### src/rtl/srx_pkg.sv
package srx_pkg;

    typedef enum logic [1:0] {
        CMD_NOP  = 2'b00,
        CMD_SRX  = 2'b01,
        CMD_AREF = 2'b10
    } srx_cmd_e;

    typedef enum logic [2:0] {
        ST_IDLE  = 3'd0,
        ST_EXIT1 = 3'd1,
        ST_EXIT2 = 3'd2,
        ST_SETTLE = 3'd3,
        ST_REF   = 3'd4,
        ST_GAP   = 3'd5,
        ST_DONE  = 3'd6
    } srx_state_e;

    typedef struct packed {
        srx_cmd_e cmd;
        logic     cke;
        logic     ref_en;
        logic     done;
    } srx_out_t;

endpackage

### src/rtl/srx_down_cnt.sv
// Loadable down-counter that parks at zero instead of wrapping.
module srx_down_cnt #(
    parameter int W = 8
) (
    input  logic         clk,
    input  logic         rst_n,
    input  logic         load,
    input  logic [W-1:0] load_val,
    input  logic         dec,
    output logic         is_zero
);
    logic [W-1:0] cnt_d, cnt_q;

    always_comb begin
        cnt_d = cnt_q;
        if (load) begin
            cnt_d = load_val;
        end else if (dec && (cnt_q != '0)) begin
            cnt_d = cnt_q - W'(1);
        end
    end

    always_ff @(posedge clk or negedge rst_n) begin
        if (!rst_n) cnt_q <= '0;
        else        cnt_q <= cnt_d;
    end

    assign is_zero = (cnt_q == '0);
endmodule

### src/rtl/srx_out_reg.sv
// Registers the pin-level outputs decoded from the next state.
module srx_out_reg
    import srx_pkg::*;
(
    input  logic       clk,
    input  logic       rst_n,
    input  srx_state_e state_nxt,
    output logic [1:0] cmd_o,
    output logic       cke_o,
    output logic       ref_en_o,
    output logic       done_o
);
    srx_out_t out_d, out_q;

    always_comb begin
        out_d.cmd    = CMD_NOP;
        out_d.cke    = (state_nxt != ST_IDLE);
        out_d.ref_en = 1'b0;
        out_d.done   = 1'b0;
        case (state_nxt)
            ST_EXIT1, ST_EXIT2: out_d.cmd = CMD_SRX;
            ST_REF:             out_d.cmd = CMD_AREF;
            ST_DONE: begin
                out_d.ref_en = 1'b1;
                out_d.done   = 1'b1;
            end
            default: out_d.cmd = CMD_NOP;
        endcase
    end

    always_ff @(posedge clk or negedge rst_n) begin
        if (!rst_n) begin
            out_q.cmd    <= CMD_NOP;
            out_q.cke    <= 1'b0;
            out_q.ref_en <= 1'b0;
            out_q.done   <= 1'b0;
        end else begin
            out_q <= out_d;
        end
    end

    assign cmd_o    = out_q.cmd;
    assign cke_o    = out_q.cke;
    assign ref_en_o = out_q.ref_en;
    assign done_o   = out_q.done;
endmodule

### src/rtl/srx_wake_seq.sv
module srx_wake_seq
    import srx_pkg::*;
#(
    parameter int ROWS       = 8192,
    parameter int CLK_PS     = 2500,
    parameter int NOP_MIN_PS = 80000,
    parameter int GAP_W      = 8
) (
    input  logic             clk,
    input  logic             rst_n,
    input  logic             wake,
    input  logic [GAP_W-1:0] rfc_gap,
    output logic [1:0]       cmd,
    output logic             cke,
    output logic             ref_en,
    output logic             done
);
    localparam int NOP_RAW = (NOP_MIN_PS + CLK_PS - 1) / CLK_PS;
    localparam int NOP_CYC = (NOP_RAW < 1) ? 1 : NOP_RAW;
    localparam int CNT_W   = $clog2(ROWS + 1);
    localparam int NOP_W   = (NOP_CYC > 1) ? $clog2(NOP_CYC) : 1;
    localparam int WAIT_W  = (NOP_W > GAP_W) ? NOP_W : GAP_W;

    typedef struct packed {
        srx_state_e       state;
        logic [GAP_W-1:0] gap;
    } fsm_t;

    fsm_t fsm_d, fsm_q;

    logic              wait_load, wait_dec, wait_zero;
    logic [WAIT_W-1:0] wait_val;
    logic              row_load, row_dec, row_zero;

    always_comb begin
        fsm_d     = fsm_q;
        wait_load = 1'b0;
        wait_dec  = 1'b0;
        wait_val  = '0;
        row_load  = 1'b0;
        row_dec   = 1'b0;
        case (fsm_q.state)
            ST_IDLE, ST_DONE: begin
                if (wake) begin
                    fsm_d.state = ST_EXIT1;
                    fsm_d.gap   = rfc_gap;
                end
            end
            ST_EXIT1: fsm_d.state = ST_EXIT2;
            ST_EXIT2: begin
                fsm_d.state = ST_SETTLE;
                wait_load   = 1'b1;
                wait_val    = WAIT_W'(NOP_CYC - 1);
                row_load    = 1'b1;
            end
            ST_SETTLE: begin
                if (wait_zero) begin
                    fsm_d.state = ST_REF;
                    row_dec     = 1'b1;
                end else begin
                    wait_dec = 1'b1;
                end
            end
            ST_REF: begin
                if (fsm_q.gap == '0) begin
                    if (row_zero) begin
                        fsm_d.state = ST_DONE;
                    end else begin
                        fsm_d.state = ST_REF;
                        row_dec     = 1'b1;
                    end
                end else begin
                    fsm_d.state = ST_GAP;
                    wait_load   = 1'b1;
                    wait_val    = WAIT_W'(fsm_q.gap - GAP_W'(1));
                end
            end
            ST_GAP: begin
                if (wait_zero) begin
                    if (row_zero) begin
                        fsm_d.state = ST_DONE;
                    end else begin
                        fsm_d.state = ST_REF;
                        row_dec     = 1'b1;
                    end
                end else begin
                    wait_dec = 1'b1;
                end
            end
            default: fsm_d.state = ST_IDLE;
        endcase
    end

    always_ff @(posedge clk or negedge rst_n) begin
        if (!rst_n) begin
            fsm_q.state <= ST_IDLE;
            fsm_q.gap   <= '0;
        end else begin
            fsm_q <= fsm_d;
        end
    end

    srx_down_cnt #(.W(WAIT_W)) u_wait (
        .clk      (clk),
        .rst_n    (rst_n),
        .load     (wait_load),
        .load_val (wait_val),
        .dec      (wait_dec),
        .is_zero  (wait_zero)
    );

    srx_down_cnt #(.W(CNT_W)) u_rows (
        .clk      (clk),
        .rst_n    (rst_n),
        .load     (row_load),
        .load_val (CNT_W'(ROWS)),
        .dec      (row_dec),
        .is_zero  (row_zero)
    );

    srx_out_reg u_out (
        .clk       (clk),
        .rst_n     (rst_n),
        .state_nxt (fsm_d.state),
        .cmd_o     (cmd),
        .cke_o     (cke),
        .ref_en_o  (ref_en),
        .done_o    (done)
    );
endmodule

### config.mk
export PLATFORM = sky130hd
export DESIGN_NAME = srx_wake_seq
export DESIGN_NICKNAME = d
export VERILOG_FILES = /design/src/rtl/srx_pkg.sv /design/src/rtl/srx_down_cnt.sv /design/src/rtl/srx_out_reg.sv /design/src/rtl/srx_wake_seq.sv
export SDC_FILE = /design/constraint.sdc
export NUM_CORES = 1
export LEC_CHECK = 0
export BUFFER_PORTS_ARGS = -buffer_cell sky130_fd_sc_hd__buf_4
export CAP_MARGIN = 0
export CELL_PAD_IN_SITES_DETAIL_PLACEMENT = 1
export CELL_PAD_IN_SITES_GLOBAL_PLACEMENT = 1
export CORE_ASPECT_RATIO = 0.9
export CORE_MARGIN = 3
export CORE_UTILIZATION = 45
export DETAILED_ROUTE_END_ITERATION = 10
export PLACE_DENSITY_LB_ADDON = 0.1
export SYNTH_ARGS = -nofsm -noshare
export SYNTH_HDL_FRONTEND = slang
export SYNTH_SLANG_ARGS = --single-unit
export TNS_END_PERCENT = 50
### constraint.sdc
create_clock -name clk -period 2.9 [get_ports clk]
set_clock_uncertainty 0.2 [all_clocks]
set_input_delay 0.725 -clock clk [delete_from_list [all_inputs] [get_ports clk]]
set_output_delay 0.725 -clock clk [all_outputs]
set_load 0.01 [all_outputs]
== Word-level counts from Yosys, hierarchy flattened ==
Index checks and enable logic that the tools add are counted.

* Bits in registers: 38
* Bits in latches: 0
* RAM bits: 0
* Memory bits (read-only): 0
* Input bits: 11
* Output and inout bits: 5
* Memories kept: 0

* Add/subtract/negate cells: 3
* Multiply operators: 0
* Div/mod/pow operators: 0
* Order comparisons: 0
* Eq/ne operators: 10
* Shift operators: 0
* Multiplexer cells: 24
* Bitwise logic cells: 0
* Reduce and logical (&&, ||, !) cells: 15

{| class="wikitable"
|+ Operator list
! operator !! number
|-
| $mux 14 || 2
|-
| $mux 8 || 3
|-
| $pmux 3 s6 || 1
|-
| $logic_not 8->1 || 2
|-
| $pmux 8 s2 || 1
|-
| $sub 8x1->8 const B || 2
|-
| $eq 3x3->1 const B || 5
|-
| $logic_not 14->1 || 1
|-
| $reduce_bool 14->1 || 1
|-
| $sub 14x1->14 const B || 1
|-
| $mux 11 || 1
|-
| $eq 3x2->1 const B || 3
|-
| $mux 3 || 3
|-
| $mux 1 || 8
|-
| $reduce_bool 8->1 || 1
|-
| $eq 3x1->1 const B || 2
|-
| $reduce_or 2->1 || 3
|-
| $mux 2 || 2
|-
| $pmux 2 s2 || 1
|-
| $reduce_bool 2->1 || 2
|-
| $logic_not 3->1 || 1
|-
| $pmux 1 s3 || 1
|-
| $reduce_bool 3->1 || 1
|-
| $logic_and 1x1->1 || 2
|-
| other kinds (2) || 2
|}

== Logic depth before layout (Yosys ltp) ==
* Word-level depth: 7
* Gate-level depth with buffers: 8
* Gate-level depth less buffers: 7

== Hierarchy ==
A second synthesis with hierarchy kept.

* Cells, all modules: 251
* Area, all modules: 2301.0 µm²

{| class="wikitable"
|+ By module, submodules not included
! module !! times used !! cells each !! area each (µm²)
|-
| srx_down_cnt (u_rows) || 1 || 103 || 892.1
|-
| srx_wake_seq || 1 || 80 || 737.0
|-
| srx_down_cnt (u_wait) || 1 || 58 || 528.0
|-
| srx_out_reg || 1 || 10 || 143.9
|}

== Least setup slack after synthesis ==
Ideal clock, no wire load.

* Path type: register to register
* Start: register fsm_q[0] (netlist bit)
* End: register u_out.cke_o (netlist name)
* Setup time: 0.131 ns
* Arrival: 1.980 ns
* Setup slack: 0.589 ns
* Stages on the path, launching flop included: 9
* Path buffers: 1
* Clock period less this slack: 2.311 ns
* Cell sequence: dfrtp_1 inv_1 ha_1 or4b_1 clkbuf_1 nor3_1 nand2b_1 o21ai_2 or3_1

{| class="wikitable"
|+ RTL lines
! item !! line !! RTL
|-
| start: declaration || srx_wake_seq.sv:29 || <nowiki>fsm_t fsm_d, fsm_q;</nowiki>
|-
| start signal: assignment || srx_wake_seq.sv:99 || <nowiki>fsm_q <= fsm_d;</nowiki>
|}

== Worst setup path in the final report ==
* Start: register fsm_q[0] (netlist bit)
* End: register u_rows.cnt_q[12]

* Longest elaborated chain between the ends: 5

{| class="wikitable"
|+ RTL lines
! item !! line !! RTL
|-
| $logic_not 8->1 || srx_wake_seq.sv:65 || <nowiki>if (fsm_q.gap == '0) begin</nowiki>
|-
| $mux 1 || srx_wake_seq.sv:65 ||
|-
| $pmux 1 s3 || srx_wake_seq.sv:42 || <nowiki>case (fsm_q.state)</nowiki>
|-
| $logic_and 1x1->1 || srx_down_cnt.sv:18 || <nowiki>end else if (dec && (cnt_q != '0)) begin</nowiki>
|-
| $reduce_bool 2->1 (no line) || n/a ||
|-
| end signal: assignment || srx_down_cnt.sv:25 || <nowiki>else cnt_q <= cnt_d;</nowiki>
|-
| end: declaration || srx_down_cnt.sv:12 || <nowiki>logic [W-1:0] cnt_d, cnt_q;</nowiki>
|}

Every way passes these cells.
A chain may end at the register's enable or synchronous reset.

==> flow_summary.toml <==
[placement]
gp_congestion = 0.796
dpl.hpwl_mm = 3.92
postPlaceCellArea_sq_mm = 0.00226
io_buffers = 15

[layout]
drive_above_1_share = 0.159
syn_to_final_growth_pct = 13.8
multi_input_area_sq_mm = 0.00109
seq_area_sq_um = 926
final_cell_area_sq_mm = 0.00238
fin_util = 0.557
fillers = 482
layout.nets = 247
n_antenna_cell = 0

[power_and_ir_drop]
powerDensity_mw_per_mm2 = 1000
p_leak_nw = 1.06
max-vdd-ir-drop_uv = 410

[synth]
netlist_top_cells_area = "dfrtp_1 (44%), nand2_1 (4.1%), mux2_2 (3.2%)"
ys_seq_elements = 37
synth_area_sq_mm = 0.00209
synthesis.nets = 230
yosysWarnings = 0
synth_edf_count = 0
synth_seq_area_share = 0.443
ys_types = 53
synth_top_cell_area_share = 0.443
synth_top_flop_cell = "dfrtp_1"
synthMostInstantiatedCell = "dfrtp_1"
postSynthCellCount = 215
post-synth-top-area-cell = "dfrtp_1"
avgSynthCellArea_sq_um = 9.71
synthArstFlopShare = 1.00
synth_commonest_cells = "dfrtp_1 (37), nand2_1 (23), nor2_1 (15), inv_1 (10), o21ai_0 (10)"

[cts]
insertion_delay_ns = 0.29
clkSlewWorstSetupHoldPaths_ns = 0.07
cts_setup_buffers = 0
ctsResizeCount = 0
cts.sinks = 37
cts_buffer_depth = 2
clockRootBuffer = "clkbuf_8"
numCtsBuffers = 5
h-tree-depth = 2
cts_tree = "yes"
ctsHoldBuffers = 0

[drt]
drtIter0Drc = 84
ant_nets = 0
num_vias = 1727
route.detailed.wl_per_inst_um = 18.1
dr.pass1.iters = 4
drc = 0
avgViaCountPerCell = 5.89
wl_mm = 5.29

[global_route]
grt_first_pass_wirelength_mm = 9.13
gr-total-overflow = 0
grt_util_all_layers = 0.211
antenna_found_initial = 0
grt_pass1_vias = 1907
grt_max_degree = 38

[setup_path]
crit_buf_inv = 1
crit_slowest_cell = "or4_1"
cp_cell_sequence = "inv_1 -> ha_1 -> nor4b_1 -> nand3_1 -> a21o_1 -> or4_1 -> a21oi_1"
worstSetupStartpointType = "flip-flop"
cp_top_family = "simple AND/OR/NAND/NOR gates"
required_ns = 2.91
cp_slowest_stage_delay_ns = 0.51
end_kind = "flip-flop"
cp.arrival_ns = 2.69
r2r_setup_slack_ns = 0.23
critPathMaxFanout = 7
critical_path_class = "flip-flop to flip-flop"

[timing]
maxSlewViolCount = 0
period_share = 0.922
fmax_mhz = 374
max_slew_margin = 0.532
min_period_ns = 2.67
tns_ns = 0
rsz0062_at_grt = "false"
setup_viol = 0
hold_violations = 0
worst_pin_slew_ns = 0.684

[outcome]
outcome = "complete, no violations"

[die]
die_h_um = 70.6
initial_core_util = 0.489
io_pins = 16
core_area_sq_mm = 0.00427
die_area_sq_mm = 0.00549
rows = 22
die_w_um = 77.8

[hold_path]
hold_class = "input pin to async pin"

[run]
maxCapViolCount = 0
[area by class of cell]
cell class	count	area share
multi-input combinational	161	0.461
clock buffer	7	0.0363
timing repair buffer	17	0.0537
tap	60	0.0316
clock inverter	1	0.0126
sequential	37	0.389
inverter	10	0.0158
[power breakdown]
part | switching, W | internal, W
sequential | 0.000274 | 0.000705
clock | 0.000178 | 0.000280
combinational | 0.000537 | 0.000410
[cell families after synthesis]
group                    count (synthesis)  synth area share
buffers and inverters                   17            0.0324
flip-flops                              37             0.443
AO/OA/AOI/OAI                           44             0.146
XOR/XNOR                                11            0.0461
AND/OR/NAND/NOR                         91             0.252
multiplexers                            11            0.0563
adder cells (fa/ha/maj)                  4            0.0240
[final timing paths]
path,startpoint,end,cells past startpoint
worst max-delay path,fsm_q[0],u_rows.cnt_q[12],7
max in group asynchronous,rst_n,u_rows.cnt_q[1],1
worst min-delay path,rst_n,u_wait.cnt_q[5],1
worst max register to register,fsm_q[0],u_rows.cnt_q[12],7
min in group clk,u_rows.cnt_q[10],u_rows.cnt_q[10],1
worst min register to register,u_rows.cnt_q[10],u_rows.cnt_q[10],1
[placed cells by master (no fill, tap or decap), types with 7 or more instances in the layout]
master,instances
a21oi_1,8
buf_4,17
dfrtp_1,37
inv_1,10
nand2_1,23
nor2_1,15
nor4_1,7
o21ai_0,10
[metal layers]
| layer | global-route usage | up-vias | share of wire |
|---|---|---|---|
| met5 | 0 | - | 0 |
| met4 | 0.0731 | 0 | 0.015 |
| met3 | 0.0496 | 9 | 0.047 |
| met2 | 0.350 | 40 | 0.48 |
| met1 | 0.269 | 852 | 0.46 |
| li1 | - | 826 | - |
[per-stage QoR]
stage	hold WS (ns)	worst slack, ns	std cells	total power [W]
global route	0.224	0.0699	293	0.00258
finish	0.194	0.226	293	0.00239
global placement	0.287	0.437	285	0.00182
CTS	0.206	0.258	293	0.00239
floorplan	0.229	0.589	215	0.00162
detailed placement	0.310	0.325	285	0.00192
[sequential cells by signal (all words and copies together), names as in the netlist]
signal / count
fsm_q: 11
u_out.done_o: 1
u_out.cmd_o: 2
u_out.cke_o: 1
u_wait.cnt_q: 8
u_rows.cnt_q: 14
Note: power is estimated with default switching activity, not from simulation.
